===== src/rtl/enc_pkg.sv =====
package enc_pkg;
   typedef enum logic {
      ENC_FM0 = 1'b0,
      ENC_MAN = 1'b1
   } enc_mode_e;

   localparam int MAN_STYLE_MUX = 0;
   localparam int MAN_STYLE_XOR = 1;
endpackage


===== src/rtl/enc_phase.sv =====
module enc_phase (
   input  logic clk,
   input  logic rst,
   input  logic en,
   output logic ph_q,
   output logic bit_start,
   output logic bit_mid
);
   always_ff @(posedge clk) begin
      if (rst)     ph_q <= 1'b0;
      else if (en) ph_q <= ~ph_q;
   end

   assign bit_start = en & ~ph_q;
   assign bit_mid   = en &  ph_q;
endmodule


===== src/rtl/enc_fm0_core.sv =====
module enc_fm0_core (
   input  logic clk,
   input  logic rst,
   input  logic load,
   input  logic din,
   input  logic prev_lvl,
   output logic first_lvl,
   output logic second_lvl
);
   logic fm_first_q;
   logic fm_tog_q;

   // every bit boundary inverts the line
   assign first_lvl = ~prev_lvl;

   always_ff @(posedge clk) begin
      if (rst) begin
         fm_first_q <= 1'b0;
         fm_tog_q   <= 1'b0;
      end else if (load) begin
         fm_first_q <= ~prev_lvl;
         fm_tog_q   <= ~din;
      end
   end

   assign second_lvl = fm_first_q ^ fm_tog_q;
endmodule


===== src/rtl/enc_man_core.sv =====
module enc_man_core #(
   parameter int MAN_STYLE = 0
) (
   input  logic clk,
   input  logic rst,
   input  logic load,
   input  logic din,
   input  logic ph,
   output logic lvl
);
   logic man_bit_q;
   logic cur_bit;

   always_ff @(posedge clk) begin
      if (rst)       man_bit_q <= 1'b0;
      else if (load) man_bit_q <= din;
   end

   assign cur_bit = ph ? man_bit_q : din;

   generate
      if (MAN_STYLE == enc_pkg::MAN_STYLE_MUX) begin : g_mux
         always_comb begin
            case (ph)
               1'b0:    lvl = ~cur_bit;
               default: lvl = cur_bit;
            endcase
         end
      end else if (MAN_STYLE == enc_pkg::MAN_STYLE_XOR) begin : g_xor
         assign lvl = cur_bit ^ ~ph;
      end else begin : g_bad
         $error("enc_man_core: MAN_STYLE must be 0 or 1");
         assign lvl = 1'b0;
      end
   endgenerate
endmodule


===== src/rtl/dual_line_encoder.sv =====
module dual_line_encoder #(
   parameter bit IDLE_LEVEL = 1'b0,
   parameter int MAN_STYLE  = enc_pkg::MAN_STYLE_MUX
) (
   input  logic clk,
   input  logic rst,
   input  logic en,
   input  logic mode,
   input  logic din,
   output logic first_half,
   output logic line_out
);
   import enc_pkg::*;

   localparam int N_STYLES = 2;

   generate
      if (MAN_STYLE < 0 || MAN_STYLE >= N_STYLES) begin : g_chk_style
         $error("dual_line_encoder: unsupported MAN_STYLE");
      end
   endgenerate

   logic      ph_q, bit_start, bit_mid;
   enc_mode_e mode_q, act_mode;
   logic      line_q, line_d;
   logic      fm_load, man_load;
   logic      fm_first, fm_second, man_lvl;

   enc_phase u_phase (
      .clk(clk), .rst(rst), .en(en),
      .ph_q(ph_q), .bit_start(bit_start), .bit_mid(bit_mid)
   );

   // mode for the bit in flight: live at the start edge, latched after
   assign act_mode = ph_q ? mode_q : enc_mode_e'(mode);

   always_ff @(posedge clk) begin
      if (rst)            mode_q <= ENC_FM0;
      else if (bit_start) mode_q <= enc_mode_e'(mode);
   end

   assign fm_load  = bit_start & (act_mode == ENC_FM0);
   assign man_load = bit_start & (act_mode == ENC_MAN);

   enc_fm0_core u_fm0 (
      .clk(clk), .rst(rst), .load(fm_load), .din(din),
      .prev_lvl(line_q), .first_lvl(fm_first), .second_lvl(fm_second)
   );

   enc_man_core #(.MAN_STYLE(MAN_STYLE)) u_man (
      .clk(clk), .rst(rst), .load(man_load), .din(din),
      .ph(ph_q), .lvl(man_lvl)
   );

   always_comb begin
      if (act_mode == ENC_MAN) line_d = man_lvl;
      else if (ph_q)           line_d = fm_second;
      else                     line_d = fm_first;
   end

   always_ff @(posedge clk) begin
      if (rst)                     line_q <= IDLE_LEVEL;
      else if (bit_start | bit_mid) line_q <= line_d;
   end

   assign line_out   = line_q;
   assign first_half = ph_q;
endmodule


===== config.mk =====
export PLATFORM = sky130hd
export DESIGN_NAME = dual_line_encoder
export DESIGN_NICKNAME = d
export VERILOG_FILES = /design/src/rtl/enc_pkg.sv /design/src/rtl/enc_phase.sv /design/src/rtl/enc_fm0_core.sv /design/src/rtl/enc_man_core.sv /design/src/rtl/dual_line_encoder.sv
export SDC_FILE = /design/constraint.sdc
export NUM_CORES = 1
export LEC_CHECK = 0
export ABC_AREA = 1
export BUFFER_PORTS_ARGS = -buffer_cell sky130_fd_sc_hd__buf_2
export CORE_AREA = 2 2 39 41
export CTS_CLUSTER_SIZE = 40
export DETAILED_ROUTE_END_ITERATION = 7
export DIE_AREA = 0 0 41 43
export PLACE_DENSITY = 0.51
export SYNTH_ARGS = -nofsm -noshare
export SYNTH_HDL_FRONTEND = slang
export SYNTH_HIERARCHICAL = 1
export SYNTH_SLANG_ARGS = --single-unit

===== constraint.sdc =====
create_clock -name clk -period 1.2 [get_ports clk]
set_input_delay 0.18 -clock clk [delete_from_list [all_inputs] [get_ports clk]]
set_output_delay 0.18 -clock clk [all_outputs]
set_load 0.01 [all_outputs]

# After elaboration in Yosys (flattened, before gate mapping)
# Index checks and enable logic that the tools add are counted.
# op_classes
bitwise_logic,11
n_mux,5
# op_table
op,count
$mux 1,5
$not 1->1,5
$and 1x1->1,4
$or 1x1->1,1
$xor 1x1->1,1
# word_totals
reg_bits,6
wordCells,22
out_inout_bits,2
inputBits,5

# Longest topological paths before layout
# depth
word_depth,4
depth_mapped,9
depth_no_buf,9

# Modules after synthesis
# Netlist, hierarchy kept.
# by_module_without_submodules
mod,cells_per_inst,seq_area_each_um2,n_inst,area_each_um2
dual_line_encoder,24,40.0,1,136.4
enc_fm0_core,16,40.0,1,92.6
enc_man_core,9,20.0,1,53.8
enc_phase,9,20.0,1,52.6

# Least setup slack after synthesis
# OpenSTA, ideal clock, no wires.
# synth_path
kind,flip-flop to flip-flop
startpoint,register u_phase.ph_q
endpoint,register u_fm0.fm_tog_q
stages_incl_launch_ff,7
period_less_slack_ns,1.139
path_slack_ns,0.061
t_required_ns,1.087
path_buffers,0
arrival_ns,1.027
setup_ns,0.113
path_cell_list,dfxtp_1 nor2_1 inv_1 a21oi_1 nand2_1 nand2_1 nor2_1
# synth_between
elab_chain_len,3
word_cells_on_any_way,5
cone_classes,1 x mux; 4 x bitwise
# synth_rtl
item,line_no,source
from (decl),enc_phase.sv:5,"output logic ph_q,"
from (signal assigned),enc_phase.sv:11,else if (en) ph_q <= ~ph_q;
$not 1->1,-,
$and 1x1->1,enc_phase.sv:14,assign bit_start = en & ~ph_q;
via bit_start,dual_line_encoder.sv:23,"logic ph_q, bit_start, bit_mid;"
$and 1x1->1,dual_line_encoder.sv:42,assign fm_load = bit_start & (act_mode == ENC_FM0);
via fm_load,dual_line_encoder.sv:26,"logic fm_load, man_load;"
to (signal assigned),enc_fm0_core.sv:22,fm_tog_q <= ~din;
to (decl),enc_fm0_core.sv:11,logic fm_tog_q;
# The timed path passes the listed nets, and every way through them passes these cells.
# A chain may end at the register's enable or synchronous reset.

# Worst setup path in the final report
# layout_path
startpoint,register u_phase.ph_q
endpoint,register u_man.man_bit_q
# layout_between
elab_chain_len,3
word_cells_on_any_way,4
cone_classes,1 x mux; 3 x bitwise
# layout_rtl
item,line_no,source
$not 1->1,-,
$and 1x1->1,enc_phase.sv:14,
$and 1x1->1 *,dual_line_encoder.sv:43,assign man_load = bit_start & (act_mode == ENC_MAN);
via man_load,dual_line_encoder.sv:26,
to (signal assigned),enc_man_core.sv:16,else if (load) man_bit_q <= din;
to (decl),enc_man_core.sv:11,logic man_bit_q;
# The timed path passes the listed nets; every way through them passes the cells marked *.

==> metrics.csv <==
stage,metric,value,unit
clock_network,Root Driver,clkbuf_4,
power,Leak,0.000236,uW
critical_path,CP endpoint kind,flip-flop,
floorplanning,Die W,41,microns
critical_path,CP top delay family,simple AND/OR/NAND/NOR gates,
critical_path,CP Launch Type,flip-flop,
clock_network,CTS Buf Count,3,
drt,antenna-violating nets left,0,
clock_network,worst skew pair latency,0.24,ns
place,GPL Wtd Cong,0.590,
floorplanning,core area,1380,sq um
global_routing,met3 usage,1.57,%
timing,Fin. Hold Viols,0,
power,power per cell area,1250,nW/um^2
floorplanning,Initial Util,24.2,%
power,worst-case vdd ir drop,0.414,mV
global_routing,initial antenna violation count,0,
timing,Period minus WS final,1.06,ns
clock_network,CTS HTree Levels,1,
drt,WL final,657,microns
critical_path,reg2reg setup slack,0.14,ns
clock_network,Post-CTS Setup Bufs,0,
timing,# setup viols final,0,
cells_and_area,FF+latch area,121,sq um
critical_path,critical path peak fanout,9,
critical_path,CP most frequent cell,nand2_1,
yosys,main combinational cell family by area after synthesis,simple AND/OR/NAND/NOR gates,
status,run status,"complete, no violations",
global_routing,grt met1 use,11.8,%
hold_path,Hold Path Origin,rst,
cells_and_area,"most common cell after layout, fill and taps aside",nand2_1,
timing,max_slew headroom,88.1,%
critical_path,CP peak stage delay,0.40,ns
cells_and_area,final core occ,30.4,%
global_routing,total track usage,9.82,%
global_routing,met2 usage,13.4,%
place,Post-DP HPWL,514,microns
critical_path,Setup CP Type,reg -> reg,
global_routing,pin count of the biggest net entering global routing,10,
yosys,portion of netlist area occupied by mux cells,0,%
clock_network,maximum clock path buffer count,2,
job,Max-Cap Viols,0,
floorplanning,die area,1760,sq um
yosys,count of cell types in the netlist,12,
timing,Tcrit/Tclk final,88.1,%
drt,Remaining DRCs,0,
cells_and_area,layout cells sized above 1,23.5,%
yosys,adder-cell share of the synthesized area,0,%
yosys,Synth Net Count,63,
clock_network,# resized after CTS,0,
timing,fmax,946,MHz
drt,Initial DRC Count,7,
critical_path,WP data arrival,1.19,ns
cells_and_area,Multi-input gate area,170,sq um
cells_and_area,most frequent cells in the layout,"19 x nand2_1, 12 x inv_1, 12 x nor2_1",
yosys,compound-gate portion of the synthesized area,7.84,%
drt,number of vias per cell,4.12,
yosys,Mapped Area,335,sq um
critical_path,r2r startpoint,u_phase/ph_q,
floorplanning,site row count,14,
yosys,Syn Inst Count,58,
place,IO Port Bufs,6,
floorplanning,Die H,43,microns
global_routing,"Remaining Overflow, GRT",0,
critical_path,CP endpoint,u_man/man_bit_q,
drt,drt pass-1 iters,4,
cells_and_area,area grow syn2layout,25.4,%
cells_and_area,fill count,167,
clock_network,clock-pin slew on the worst setup and hold paths,0.05,ns
critical_path,"Req. time, crit path",1.33,ns
yosys,YS warnings,6,
critical_path,Worst Path Buf+Inv,1,
cells_and_area,Layout Nets,75,
global_routing,vias in the first global route,307,
critical_path,CP startpoint,u_phase/ph_q,
drt,routed length per instance,7.82,microns
critical_path,Crit. path cell count,7,
critical_path,"Cell Chain, Critical Path","inv_1, nand2_2, nand2_1, nor2_1, nand2_1, nand2_1, nor2_2",
clock_network,CTS tree,yes,
drt,Vias,346,
yosys,Syn Area/Cell,5.78,sq um
cells_and_area,number of diodes,0,
global_routing,first-pass GRT wire length,1.12,mm
yosys,Synth Register Bits,6,
timing,Setup Skew,0.00391,ns
yosys,post-synthesis sequential area ratio,35.8,%
critical_path,slowest stage cell on the critical path,dfxtp_2,
clock_network,TritonCTS Sinks,6,
critical_path,reg2reg end,u_man/man_bit_q,
clock_network,cts hold-fix bufs,0,
timing,setup TNS,0,ns
timing,max-slew violations,0,
critical_path,Worst R2R Path Depth,7,
yosys,Synth Area in XOR/XNOR,0,%
hold_path,type of the worst min-delay path,in -> reg,
yosys,simple-gate portion of the synthesized area,41.8,%
global_routing,gr busiest metal,met2,
timing,worst slew pin tran,0.177,ns
floorplanning,IO Pins,7,
timing,RSZ-0062 raised after global routing,false,
sequential cells by signal, indices dropped and copies added (netlist names):
| register | count |
|---|---|
| line_out | 1 |
| u_man/man_bit_q | 1 |
| u_fm0/fm_first_q | 1 |
| u_fm0/fm_tog_q | 1 |
| mode_q | 1 |
| u_phase/ph_q | 1 |
cell type report:
type	count	share of cell area [%]
multi-input combinational	39	40.5
sequential	6	28.9
inverter	13	11.6
timing repair buffer	7	8.93
clock buffer	3	5.36
tap	16	4.76
synthesized netlist by cell type:
master,number,area (sq um)
clkinv_1,1,3.75
a211oi_1,1,7.51
nor2_2,2,12.5
nor2_1,12,45.0
nand2_1,19,71.3
dfxtp_1,6,120
inv_1,12,45.0
nand3_1,1,5.00
a21oi_2,1,8.76
o21ai_0,1,5.00
a21oi_1,1,5.00
nand2_2,1,6.26
per-layer routing:
metal | vias to the layer above | wire (microns)
met3 | 0 | 23
met1 | 149 | 352
li1 | 191 | -
met2 | 6 | 281
met4 | 0 | 0
met5 | - | 0
worst min-delay path by stage:
stage | endpoint | depth (start not counted)
global route | line_out | 2
global placement | line_out | 2
detailed placement | line_out | 2
floorplan | line_out | 1
CTS | line_out | 2
finish | line_out | 2
kinds of logic after synthesis:
| family | count (synthesis) |
|---|---|
| AO/OA/AOI/OAI | 4 |
| buffers and inverters | 13 |
| flip-flops | 6 |
| AND/OR/NAND/NOR | 35 |
per-stage QoR:
step | instances | cell area [sq um] | setup slack (ns) | power (uW) | hold slack (ns)
6_report | 84 | 420 | 0.143 | 524 | 0.168
2_1_floorplan | 58 | 335 | 0.0605 | 309 | 0.242
3_3_place_gp | 81 | 393 | 0.0722 | 343 | 0.419
5_1_grt | 84 | 420 | 0.0184 | 573 | 0.180
3_5_place_dp | 81 | 393 | 0.0136 | 343 | 0.428
4_1_cts | 84 | 415 | 0.00110 | 530 | 0.171
worst reg2reg max path: cells and delay by family (launching register included):
family	cells	cell delay, ns
and+or+nand+nor	6	0.47
buffers and inverters	1	0.08
DFF	1	0.40
where the power goes:
part / switching, uW / total [uW] / leakage [uW] / internal [uW]
clock: 69.5 / 182 / 0.0000138 / 113
sequential: 16.4 / 235 / 0.0000498 / 218
combinational: 62.5 / 107 / 0.000173 / 44.5
(Power assumes the default switching activity.)
